===== src/rtl/rmw_lock_pkg.sv =====
package rmw_lock_pkg;

  typedef enum logic [2:0] {
    ST_IDLE     = 3'd0,
    ST_WAIT_RMW = 3'd1,
    ST_WAIT_ACK = 3'd2,
    ST_ARMED    = 3'd3,
    ST_HOLD_RMW = 3'd4,
    ST_HOLD_ACK = 3'd5
  } lk_state_e;

endpackage


===== src/rtl/rmw_lock_sync.sv =====
// Multi-stage synchronizer for the asynchronous lock line level.
// Left without reset so it tracks the pad during reset for the strap.
module rmw_lock_sync #(
  parameter int STAGES = 2
) (
  input  logic clk,
  input  logic d,
  output logic q
);

  generate
    if (STAGES <= 1) begin : g_single
      logic stg_q;
      always_ff @(posedge clk) begin
        stg_q <= d;
      end
      assign q = stg_q;
    end else begin : g_chain
      logic [STAGES-1:0] stg_q;
      always_ff @(posedge clk) begin
        stg_q <= {stg_q[STAGES-2:0], d};
      end
      assign q = stg_q[STAGES-1];
    end
  endgenerate

endmodule


===== src/rtl/rmw_lock_strap.sv =====
// Captures the float strap once, on the first edge after reset release.
module rmw_lock_strap (
  input  logic clk,
  input  logic rst_n,
  input  logic line_sync,
  output logic float_mode
);

  logic armed_q, armed_d;
  logic float_q, float_d;
  logic cap_en;

  always_comb begin
    cap_en  = ~armed_q;
    armed_d = 1'b1;
    float_d = cap_en ? ~line_sync : float_q;
  end

  always_ff @(posedge clk or negedge rst_n) begin
    if (!rst_n) begin
      armed_q <= 1'b0;
      float_q <= 1'b0;
    end else begin
      armed_q <= armed_d;
      float_q <= float_d;
    end
  end

  assign float_mode = float_q;


  float_sticky_chk: assert property (@(posedge clk) disable iff (!rst_n)
    armed_q |=> $stable(float_q));

endmodule


===== src/rtl/rmw_lock_fsm.sv =====
// Request/grant sequencing and lock pull control.
module rmw_lock_fsm
  import rmw_lock_pkg::*;
(
  input  logic clk,
  input  logic rst_n,
  input  logic line_free,
  input  logic float_mode,
  input  logic atomic_req,
  input  logic intack_req,
  input  logic addr_state,
  input  logic is_write,
  input  logic done,
  output logic lock_granted,
  output logic lock_pull
);

  lk_state_e state_q, state_d;
  logic rd_addr, wr_addr;

  assign rd_addr = addr_state & ~is_write;
  assign wr_addr = addr_state &  is_write;

  always_comb begin
    state_d = state_q;
    if (float_mode) begin
      state_d = ST_IDLE;
    end else begin
      unique case (state_q)
        ST_IDLE: begin
          if (atomic_req)      state_d = line_free ? ST_ARMED    : ST_WAIT_RMW;
          else if (intack_req) state_d = line_free ? ST_HOLD_ACK : ST_WAIT_ACK;
        end
        ST_WAIT_RMW: if (line_free) state_d = ST_ARMED;
        ST_WAIT_ACK: if (line_free) state_d = ST_HOLD_ACK;
        ST_ARMED:    if (rd_addr)   state_d = ST_HOLD_RMW;
        ST_HOLD_RMW: if (wr_addr)   state_d = ST_IDLE;
        ST_HOLD_ACK: if (done)      state_d = ST_IDLE;
        default:                    state_d = ST_IDLE;
      endcase
    end
  end

  always_ff @(posedge clk or negedge rst_n) begin
    if (!rst_n) state_q <= ST_IDLE;
    else        state_q <= state_d;
  end

  assign lock_granted = (state_q == ST_ARMED) | (state_q == ST_HOLD_RMW) |
                        (state_q == ST_HOLD_ACK);
  assign lock_pull    = (state_q == ST_HOLD_RMW) | (state_q == ST_HOLD_ACK);


  held_line_blocks_chk: assert property (@(posedge clk) disable iff (!rst_n)
    (!lock_granted && !line_free) |=> !lock_granted);


  rd_addr_takes_lock_chk: assert property (@(posedge clk) disable iff (!rst_n)
    (state_q == ST_ARMED && rd_addr && !float_mode) |=> lock_pull);


  wr_addr_frees_lock_chk: assert property (@(posedge clk) disable iff (!rst_n)
    (state_q == ST_HOLD_RMW && wr_addr) |=> (!lock_pull && !lock_granted));


  ack_holds_lock_chk: assert property (@(posedge clk) disable iff (!rst_n)
    (state_q == ST_HOLD_ACK && !done && !float_mode) |=> lock_pull);


  float_quiet_chk: assert property (@(posedge clk) disable iff (!rst_n)
    float_mode |=> (!lock_pull && !lock_granted));

endmodule


===== src/rtl/rmw_lock_ctrl.sv =====
module rmw_lock_ctrl #(
  parameter int SYNC_STAGES = 2
) (
  input  logic clk,
  input  logic rst_n,
  input  logic lock_in,
  input  logic atomic_req,
  input  logic intack_req,
  input  logic addr_state,
  input  logic is_write,
  input  logic done,
  output logic lock_granted,
  output logic lock_pull,
  output logic float_mode
);

  logic line_sync;

  rmw_lock_sync #(.STAGES(SYNC_STAGES)) u_sync (
    .clk (clk),
    .d   (lock_in),
    .q   (line_sync)
  );

  rmw_lock_strap u_strap (
    .clk        (clk),
    .rst_n      (rst_n),
    .line_sync  (line_sync),
    .float_mode (float_mode)
  );

  rmw_lock_fsm u_fsm (
    .clk          (clk),
    .rst_n        (rst_n),
    .line_free    (line_sync),
    .float_mode   (float_mode),
    .atomic_req   (atomic_req),
    .intack_req   (intack_req),
    .addr_state   (addr_state),
    .is_write     (is_write),
    .done         (done),
    .lock_granted (lock_granted),
    .lock_pull    (lock_pull)
  );


  pull_needs_grant_chk: assert property (@(posedge clk) disable iff (!rst_n)
    lock_pull |-> lock_granted);

endmodule


===== config.mk =====
export PLATFORM = sky130hd
export DESIGN_NAME = rmw_lock_ctrl
export DESIGN_NICKNAME = d
export VERILOG_FILES = /design/src/rtl/rmw_lock_pkg.sv /design/src/rtl/rmw_lock_sync.sv /design/src/rtl/rmw_lock_strap.sv /design/src/rtl/rmw_lock_fsm.sv /design/src/rtl/rmw_lock_ctrl.sv
export SDC_FILE = /design/constraint.sdc
export NUM_CORES = 1
export LEC_CHECK = 0
export BUFFER_PORTS_ARGS = -buffer_cell sky130_fd_sc_hd__buf_2
export CAP_MARGIN = 40
export CORE_AREA = 2 2 39 41
export DETAILED_ROUTE_END_ITERATION = 7
export DIE_AREA = 0 0 41 43
export HOLD_SLACK_MARGIN = 0.08
export SLEW_MARGIN = 20
export SYNTH_ARGS = -nofsm -noshare
export SYNTH_HDL_FRONTEND = slang
export SYNTH_SLANG_ARGS = --single-unit

===== constraint.sdc =====
create_clock -name clk -period 1.4 [get_ports clk]
set_clock_uncertainty 0.05 [all_clocks]
set_input_delay 0.21 -clock clk [delete_from_list [all_inputs] [get_ports clk]]
set_output_delay 0.21 -clock clk [all_outputs]
set_load 0.1 [all_outputs]

==> results.md, run 1 <==
- Met2 wire length: 603 um
- TritonCTS clock tree: yes
- Sequential cell area: 172.7 um2
- Largest net degree at the start of global routing: 11
- Clock power share: 0.135
- Share of cells above drive strength 1: 0.5000
- Initial DRC Count: 6
- Diodes inserted: 0
- Synth Warn #: 0
- DRT antenna net count: 0
- Sequential share of power: 0.238
- Final Net Count: 81
- Leak Pwr: 0.3006 nW
- Hold Crit Class: input pin to asynchronous set/reset pin
- Most frequent cells in the layout: buf_2 (7), buf_4 (6), inv_1 (5), o21ai_1 (4)
- Die Footprint: 1763 um2
- Detailed Routing Iterations Pass 1: 4
- CP endpoint kind: primary output
- Final setup violation count: 2
- Synth Area in Adders: 0.05797
- Multi-input logic area: 269.0 um2
- Main combinational cell family by area after synthesis: compound AO/OA/AOI/OAI gates
- Seq/Total Area, Yosys: 0.3826
- Post-Route M1 WL: roughly 430 um
- FMAX: 0.7031 GHz
- Initial Util: 0.3119
- Mean area per synthesized cell: 8.809 um2
- Synthesized netlist cell count: 49
- CTS Buf Count: 3
- Clk Latency, worst-skew pair: 0.25 ns
- H-tree Lvls: 1
- Critical path peak fanout: 6
- Antenna violations before repair: 0
- Core area: 1384 um2
- DRC: 0
- Failing checks: setup timing
- Post-synthesis compound-gate area fraction: 0.2609
- First-pass GRT wire length: 1.676 mm
- GR Util All Layers: 0.1466
- Switching power total: 0.0005995 W
- Row count: 14
- Setup slack at placement: 0.005009 ns
- RD Place Congestion: around 0.84
- Status: complete, but fails checks
- Final WS setup: -0.02233 ns
- RSZ-0062 raised after global routing: yes
- Synth Area in XOR/XNOR: 0
- Vias/cell: 5.035
- Mux share of post-synthesis cell area: 0.02609
- Highest metal used: met4
- Setup TNS: -0.03851 ns
- Cell area after synthesis: 431.7 um2
- Crit path kind: flip-flop to primary output
- Vias in the first global route: around 420
- Period utilization: 1.016
- Wirelength, routed: 1.104 mm
- Post-Synth Simple-Gate Area: 0.1826
- Filler cells: 131
- Die H: approximately 43 um
- Mapped Nets: 59
- Max Cap Viol: 0
- Port-buffer cells: 10
- Clock slew at reported path FFs: 0.05 ns
- Gate power share: 0.628
- Register bit total from synthesis: 7
- Final Hold Viols: 0
- Total gr overflow: 0
- Int Pwr: 0.0007335 W
- WP data arrival: 1.16 ns
- Clk buf depth: 2
- Peak supply drop: 0.0008551 V
- CTS Sinks: 7
- Routed wl met3: 40 um
- Post-DP HPWL: 758.6 um
- Distinct cell type count of the synthesized netlist: 25
- Ports: 11
- Most common cell after layout, fill and taps aside: buf_2
- Pwr Density: 1944 nW/um2
- Area growth syn-to-layout: 58.84%
- Via count: between 400 and 500
- Switch share: 0.4497
- Crit path time final: approximately 1.4 ns
- Startpoint types: flip-flop
- CTS root buf: clkbuf_4
- Slew Viols, Final: 0
- Post-DR wirelength/cell: approximately 13 um
- CP required: 1.14 ns
- Final core area utilization: 0.4955
- Die X: 41 um
-- sequential cells by signal, summed over array words and instances (netlist names) --
register and cells:
u_strap.float_mode 1, u_strap.armed_q 1, u_sync.g_chain.stg_q 2, u_fsm.state_q 3
-- kinds of logic after synthesis --
family                   count (synthesis)
multiplexers                             1
adder cells (fa/ha/maj)                  2
buffers and inverters                    8
AND/OR/NAND/NOR                         15
AO/OA/AOI/OAI                           15
flip-flops                               7
other                                    1
-- critical path, cell delays in order, from the launching register on --
cell and delay [ns]:
dfrtp_2 0.46, buf_6 0.14, o21ai_4 0.13, buf_12 0.19
-- stage by stage --
stage | area (um2) | std cells | hold slack (ns) | total power [W]
final | 685.7 | 86 | 0.2533 | 0.001333
after global routing | 685.7 | 86 | 0.2679 | 0.001402
after CTS | 675.6 | 86 | 0.2439 | 0.001314
after detailed placement | 575.6 | 76 | -0.01821 | 0.001007
after global placement | 575.6 | 76 | -0.01894 | 0.0009994
after floorplan | 450.4 | 49 | -0.1356 | 0.0007863
-- area by class of cell --
type | instances | area share
clock buffer | 4 | 0.03832
tap | 16 | 0.02920
multi-input combinational | 34 | 0.3923
timing repair buffer | 19 | 0.2500
inverter | 6 | 0.03832
sequential | 7 | 0.2518
-- power groups by stage --
| stage | Combinational (W) | Sequential [W] | Clock (W) |
|---|---|---|---|
| 6_report | 0.000837 | 0.000317 | 0.000179 |
| 3_3_place_gp | 0.000669 | 0.000331 | 0 |
| 4_1_cts | 0.000818 | 0.000307 | 0.000190 |
| 5_1_grt | 0.000881 | 0.000318 | 0.000202 |
| 2_1_floorplan | 0.000484 | 0.000303 | 0 |
| 3_5_place_dp | 0.000674 | 0.000333 | 0 |
-- routing by layer --
metal	up-vias	track usage
met3	4	0.06283
met1	197	0.1513
met4	0	0.06000
li1	214	-
met5	-	0
met2	18	0.2438
-- path summary, 6_finish.rpt --
kind / startpoint / to / slack (ns) / cells after the start
max in group asynchronous: rst_n / u_fsm.state_q[1] / 0.89 / 2
min in group clk: done / u_fsm.state_q[2] / 0.26 / 4
hold / removal: rst_n / u_strap.float_mode / 0.25 / 2
setup / recovery: u_fsm.state_q[2] / lock_granted / -0.02 / 3
hold reg to reg: u_sync.g_chain.stg_q[0] / u_sync.g_chain.stg_q[1] / 0.27 / 0
setup reg to reg: u_fsm.state_q[2] / u_fsm.state_q[0] / -0.02 / 4
-- cell usage after synthesis --
cell	instances	area, um2
o211ai_1	3	22.52
nand2_1	4	15.01
dfxtp_1	2	40.04
nor2_1	4	15.01
buf_4	1	7.510
o311a_1	1	10.01
buf_2	1	5.000
o21ai_1	4	20.02
mux2_2	1	11.26
o32ai_1	1	8.760
inv_1	6	22.52
a22oi_1	1	7.510
a2bb2oi_1	1	8.760
and2b_1	1	7.510
dfrtp_1	5	125.1
nand2b_1	1	6.260
nor3_2	1	10.01
ha_1	2	25.02
and3_1	1	6.260
o21ai_0	2	10.01
nor3_1	2	10.01
conb_1	1	3.750
o221ai_1	1	8.760
or3b_1	1	8.760
a32oi_2	1	16.27
-- what timing repair did --
| action | 4_1_cts | 5_1_grt |
|---|---|---|
| pin swaps | 2 | 0 |
| endpoints found under the hold margin | 6 | 0 |
| cloned | 0 | 0 |
| setup buffers | 4 | 0 |
| hold buffers | 2 | 0 |
| resized for setup | 8 | 3 |
| setup endpoints to repair | 2 | 3 |
(Power assumes the default switching activity.)
==> run 2, diff against run 1 <==
--- a/config.mk
+++ b/config.mk
@@ -11,6 +11,8 @@
 export DETAILED_ROUTE_END_ITERATION = 7
 export DIE_AREA = 0 0 41 43
 export HOLD_SLACK_MARGIN = 0.08
+export REMOVE_ABC_BUFFERS = 1
+export SKIP_LAST_GASP = 1
 export SLEW_MARGIN = 20
 export SYNTH_ARGS = -nofsm -noshare
 export SYNTH_HDL_FRONTEND = slang
==> run 2 against run 1 <==
Effect of this change: the flow still finishes with violations (setup timing); flip-flop and latch count stayed put; final area is 2.9% higher; total power is 2.7% higher; combinational power is 5.7% higher; clock-buffer cell count stayed put; cell count is 4.7% higher; sequential share of layout area is 1.4 points lower.
==> results.md, run 2 (synthesis gave the netlist of run 1 again) <==
- R2R Setup Slk: -0.0005 ns
- Detailed Routing Iterations Pass 1: 4
- Clock slew at reported path FFs: 0.06 ns
- Worst R2R Path Depth: 4
- Vias/cell: 5.000
- FMAX: 0.7140 GHz
- Slew Viols, Final: 0
- Most frequent cells in the layout: buf_4 (9), buf_2 (7), inv_1 (6), nand2_1 (4), nor2_1 (4)
- Largest Register: u_fsm.state_q
- CTS root buf: clkbuf_4
- CP endpoint kind: flip-flop
- Peak supply drop: 0.0005805 V
- Diodes inserted: 0
- Reg2reg end: u_fsm.state_q[0]
- CTS Buf Count: 3
- Clk Latency, worst-skew pair: roughly 0.26 ns
- Largest registers: u_fsm.state_q x3, u_sync.g_chain.stg_q x2
- Setup TNS: -0.0004875 ns
- Largest net degree at the start of global routing: 7
- Crit path time final: 1.400 ns
- Final WS setup: -0.0004875 ns
- Initial Util: 0.3119
- Vias in the first global route: 429
- H-tree Lvls: 1
- Initial DRC Count: 12
- Final setup violation count: 1
- Die Footprint: 1763 um2
- Filler cells: 138
- Leak Pwr: approximately 0.33 nW
- Die H: 43 um
- Crit path kind: flip-flop to flip-flop
- Final Net Count: 85
- Fin area: 705.7 um2
- Final Hold Viols: 0
- Max Cap Viol: 0
- Share of cells above drive strength 1: 0.4459
- WP data arrival: approximately 1.5 ns
- Critical R2R Launch: u_fsm.state_q[2]
- CTS Sinks: 7
- TritonCTS clock tree: yes
- Placed Instances: between 70 and 80
- Status: complete, but fails checks
- Pwr Density: 1941 nW/um2
- Area growth syn-to-layout: 63.48%
- CP required: roughly 1.5 ns
- RD Place Congestion: ~0.78
- Clk buf depth: 2
- Port-buffer cells: 10
- Max reg flops: 3
- DRT antenna net count: 0
- DRC: 0
- Wirelength, routed: roughly 1.1 mm
- Ports: 11
- First-pass GRT wire length: roughly 1.8 mm
- Period utilization: 1.000
- Post-Place Cell Area: 579.3 um2
- Most common cell after layout, fill and taps aside: buf_4
- Startpoint types: flip-flop
- Post-DP HPWL: 790.3 um
- Critical path peak fanout: 4
- GR Util All Layers: 0.1531
- Post-route non-filler standard cell count: 90
- Failing checks: setup timing
- Row count: 14
- Total gr overflow: 0
- Antenna violations before repair: 0
- Core area: 1384 um2
- RSZ-0062 raised after global routing: yes
- Die X: 41 um
- Hold Crit Class: input pin to asynchronous set/reset pin
- Post-DR wirelength/cell: 11.94 um
- Via count: 450
-- run 2: cell types whose count changed in the layout (fill, tap and decap cells not counted), moves of 2 or more --
cell and change:
dfrtp_1 +2, o21ai_2 +2, buf_4 +3, nor3_2 -2
nor3_4 +2
-- run 2: layout make-up --
| class | instances | area [um2] | area share |
|---|---|---|---|
| Multi-Input combinational cell | 34 | 264.0 | 0.3741 |
| Timing Repair Buffer | 23 | 205.2 | 0.2908 |
| Inverter | 6 | 22.52 | 0.03191 |
| Tap cell | 16 | 20.02 | 0.02837 |
| Clock buffer | 4 | 26.28 | 0.03723 |
| Sequential cell | 7 | 167.7 | 0.2376 |
-- run 2: critical path, stage by stage, from the launching register on --
cell and delay, ns:
dfrtp_2 0.44, buf_6 0.14, or3b_1 0.39, a2bb2oi_1 0.15, a32oi_2 0.15
-- run 2: what timing repair did --
item,4_1_cts,5_1_grt
setup buffers,5,0
pin swaps,0,2
hold endpoints to repair,6,0
gates resized for setup,8,3
hold buffers,2,0
setup endpoints to repair,2,3
gates cloned,0,0
-- run 2: how the worst max path moves through the flow --
| stage | start | depth (start not counted) | slack (ns) | to |
|---|---|---|---|---|
| floorplan | u_fsm.state_q[0] | 2 | -1.54 | lock_granted |
| finish | u_fsm.state_q[2] | 4 | -0.0005 | u_fsm.state_q[0] |
| global placement | u_fsm.state_q[1] | 3 | 0.02 | lock_granted |
| detailed placement | u_fsm.state_q[1] | 3 | -0.006 | lock_granted |
| global route | u_fsm.state_q[2] | 4 | -0.03 | lock_granted |
| CTS | u_fsm.state_q[2] | 4 | -0.001 | lock_granted |
-- run 2: report_power, final --
part / internal (W) / switching [W]
logic: 0.000407 / 0.000479
clock network: 0.000109 / 0.0000768
registers: 0.000247 / 0.0000515
total: 0.000762 / 0.000607
-- run 2: layer usage --
layer | vias to the layer above | GRT usage | part of all wire
li1 | 226 | - | -
met1 | 207 | 0.1591 | 0.42
met2 | 13 | 0.2469 | 0.51
met3 | 4 | 0.07853 | 0.050
met4 | 0 | 0.06000 | 0.017
met5 | - | 0 | 0
-- run 2: stage by stage --
step	hold WS [ns]	utilization	total power, W	worst slack, ns
2_1_floorplan	-0.1356	-	0.0007251	-1.542
3_3_place_gp	-0.01829	0.4186	0.0009932	0.01966
3_5_place_dp	-0.01167	0.4186	0.001004	-0.006064
4_1_cts	0.2454	0.4982	0.001336	-0.001495
5_1_grt	0.2528	0.5099	0.001449	-0.03176
6_report	0.2453	0.5099	0.001369	-0.0004875
==> run 3, diff against run 2 <==
--- a/config.mk
+++ b/config.mk
@@ -5,11 +5,12 @@
 export SDC_FILE = /design/constraint.sdc
 export NUM_CORES = 1
 export LEC_CHECK = 0
-export BUFFER_PORTS_ARGS = -buffer_cell sky130_fd_sc_hd__buf_2
 export CAP_MARGIN = 40
 export CORE_AREA = 2 2 39 41
 export DETAILED_ROUTE_END_ITERATION = 7
 export DIE_AREA = 0 0 41 43
+export DONT_BUFFER_PORTS = 1
+export GPL_ROUTABILITY_DRIVEN = 0
 export HOLD_SLACK_MARGIN = 0.08
 export REMOVE_ABC_BUFFERS = 1
 export SKIP_LAST_GASP = 1
==> run 3 against run 2 <==
Effect of this change: the run now ends clean; register-to-register slack about the same; critical endpoint is now lock_granted; cell count decreased by 13%; fmax is 0.26% higher; critical path type is now flip-flop to primary output; sequential share of layout area is 3.3 points higher; clock power decreased by 4%; non-clock buffer count fell by 12; global-route usage down 2.4 points; core utilization decreased by 6.1 points.
==> results.md, run 3 (synthesis gave the netlist of run 1 again) <==
- Fin area: 620.6 um2
- Clk buf depth: 2
- Port-buffer cells: 0
- Worst R2R Path Depth: 4
- Period utilization: 0.9977
- Largest registers: u_fsm.state_q x3, u_sync.g_chain.stg_q x2
- Critical path peak fanout: 5
- CP required: between 1 and 1.5 ns
- Reg2reg end: u_fsm.state_q[0]
- Crit path kind: flip-flop to primary output
- Largest Register: u_fsm.state_q
- Max Cap Viol: 0
- Antenna violations before repair: 0
- Startpoint types: flip-flop
- Critical R2R Launch: u_fsm.state_q[1]
- Largest net degree at the start of global routing: 11
- Vias/cell: 5.423
- TritonCTS clock tree: yes
- CTS Sinks: 7
- GR Util All Layers: 0.1287
- Total gr overflow: 0
- Die H: roughly 43 um
- Int Pwr: 0.0007022 W
- DRT antenna net count: 0
- Detailed Routing Iterations Pass 1: 4
- Sequential share of power: 0.222
- Most frequent cells in the layout: inv_1 (5), buf_4 (5), nand2_1 (4), nor2_1 (4)
- Final setup violation count: 0
- CP endpoint kind: primary output
- Via count: 423
- Hold slack final: 0.1524 ns
- Post-route non-filler standard cell count: 78
- Wirelength, routed: 1.021 mm
- Row count: 14
- Max reg flops: 3
- Core area: 1384 um2
- Switch share: 0.4580
- FMAX: 0.7159 GHz
- Hold endpoint: u_fsm.state_q[2]
- DRC: 0
- Crit path time final: 1.397 ns
- Post-DR wirelength/cell: 13.09 um
- Initial Util: 0.3119
- Final core area utilization: 0.4485
- Vias in the first global route: 376
- Diodes inserted: 0
- Area growth syn-to-layout: 43.77%
- Post-DP HPWL: 737.3 um
- Clock slew at reported path FFs: 0.05 ns
- RSZ-0062 raised after global routing: yes
- Leak Pwr: 0.2744 nW
- Die Footprint: between 1500 and 2000 um2
- Final Net Count: 73
- Hold path depth: 3
- H-tree Lvls: 1
- Initial DRC Count: 14
- Placed Instances: 68
- Die X: 41 um
- Gate power share: 0.640
- Status: complete, no violations
- Share of cells above drive strength 1: 0.3871
- Switching power total: 0.0005935 W
- First-pass GRT wire length: 1.490 mm
- Design Power: 0.001296 W
- CTS root buf: clkbuf_4
- Clk Latency, worst-skew pair: roughly 0.25 ns
- Peak supply drop: 0.0008555 V
- Pwr Density: 2088 nW/um2
- Final Hold Viols: 0
- Post-Place Cell Area: 505.5 um2
- WP data arrival: 1.14 ns
- R2R Setup Slk: 0.003 ns
- Ports: 11
- Slew Viols, Final: 0
- Hold Crit Class: input pin to flip-flop
- CTS Buf Count: 3
- Hold path startpoint: done
- Clock power share: 0.138
run 3: layout make-up:
type	instances	area [um2]
fillers	137	763.2
multi-input cells	34	262.8
flip-flops and latches	7	167.7
repair buffers	11	120.1
clock buffers	3	22.52
inverters	6	22.52
well taps	16	20.02
clock inverters	1	5.005
run 3: layer usage:
layer	wire length (um)	vias to the layer above	GRT usage	part of all wire
li1	-	200	-	-
met1	395	205	0.1391	0.39
met2	567	18	0.2094	0.56
met3	59	0	0.07853	0.058
met4	0	0	0.02000	0
met5	0	-	0	0
run 3: repair_timing:
item / CTS / global route
setup buffers: 3 / 1
resized for setup: 6 / 4
hold buffers: 2 / 0
pin swaps: 0 / 4
cloned: 0 / 0
endpoints found under the setup margin: 2 / 3
endpoints found under the hold margin: 6 / 0
run 3: power by group through the flow:
stage                     sequential, W  clock [W]  combinational, W
after floorplan                0.000331          0          0.000394
after global placement         0.000326          0          0.000614
after detailed placement       0.000325          0          0.000621
after CTS                      0.000280   0.000187          0.000773
after global routing           0.000288   0.000195          0.000868
final                          0.000287   0.000179          0.000829
run 3: metrics by stage:
step,setup slack (ns),setup TNS (ns)
2_1_floorplan,-1.542,-2.109
3_3_place_gp,0.06596,0
3_5_place_dp,0.07241,0
4_1_cts,-0.01141,-0.01141
5_1_grt,-0.03609,-0.07901
6_report,0.003156,0
run 3: worst max-delay path: stages (launching register included):
cell and delay [ns]:
dfrtp_1 0.41, buf_6 0.15, o21ai_4 0.14, buf_12 0.19
run 3: worst max-delay path by stage:
stage                       endpoint  slack (ns)             start  cells after the start
floorplan               lock_granted       -1.54  u_fsm.state_q[0]                      2
global placement    u_fsm.state_q[0]        0.07  u_fsm.state_q[2]                      4
detailed placement  u_fsm.state_q[0]        0.07  u_fsm.state_q[0]                      4
CTS                     lock_granted       -0.01  u_fsm.state_q[2]                      3
global route            lock_granted       -0.04  u_fsm.state_q[2]                      3
finish                  lock_granted       0.003  u_fsm.state_q[2]                      3
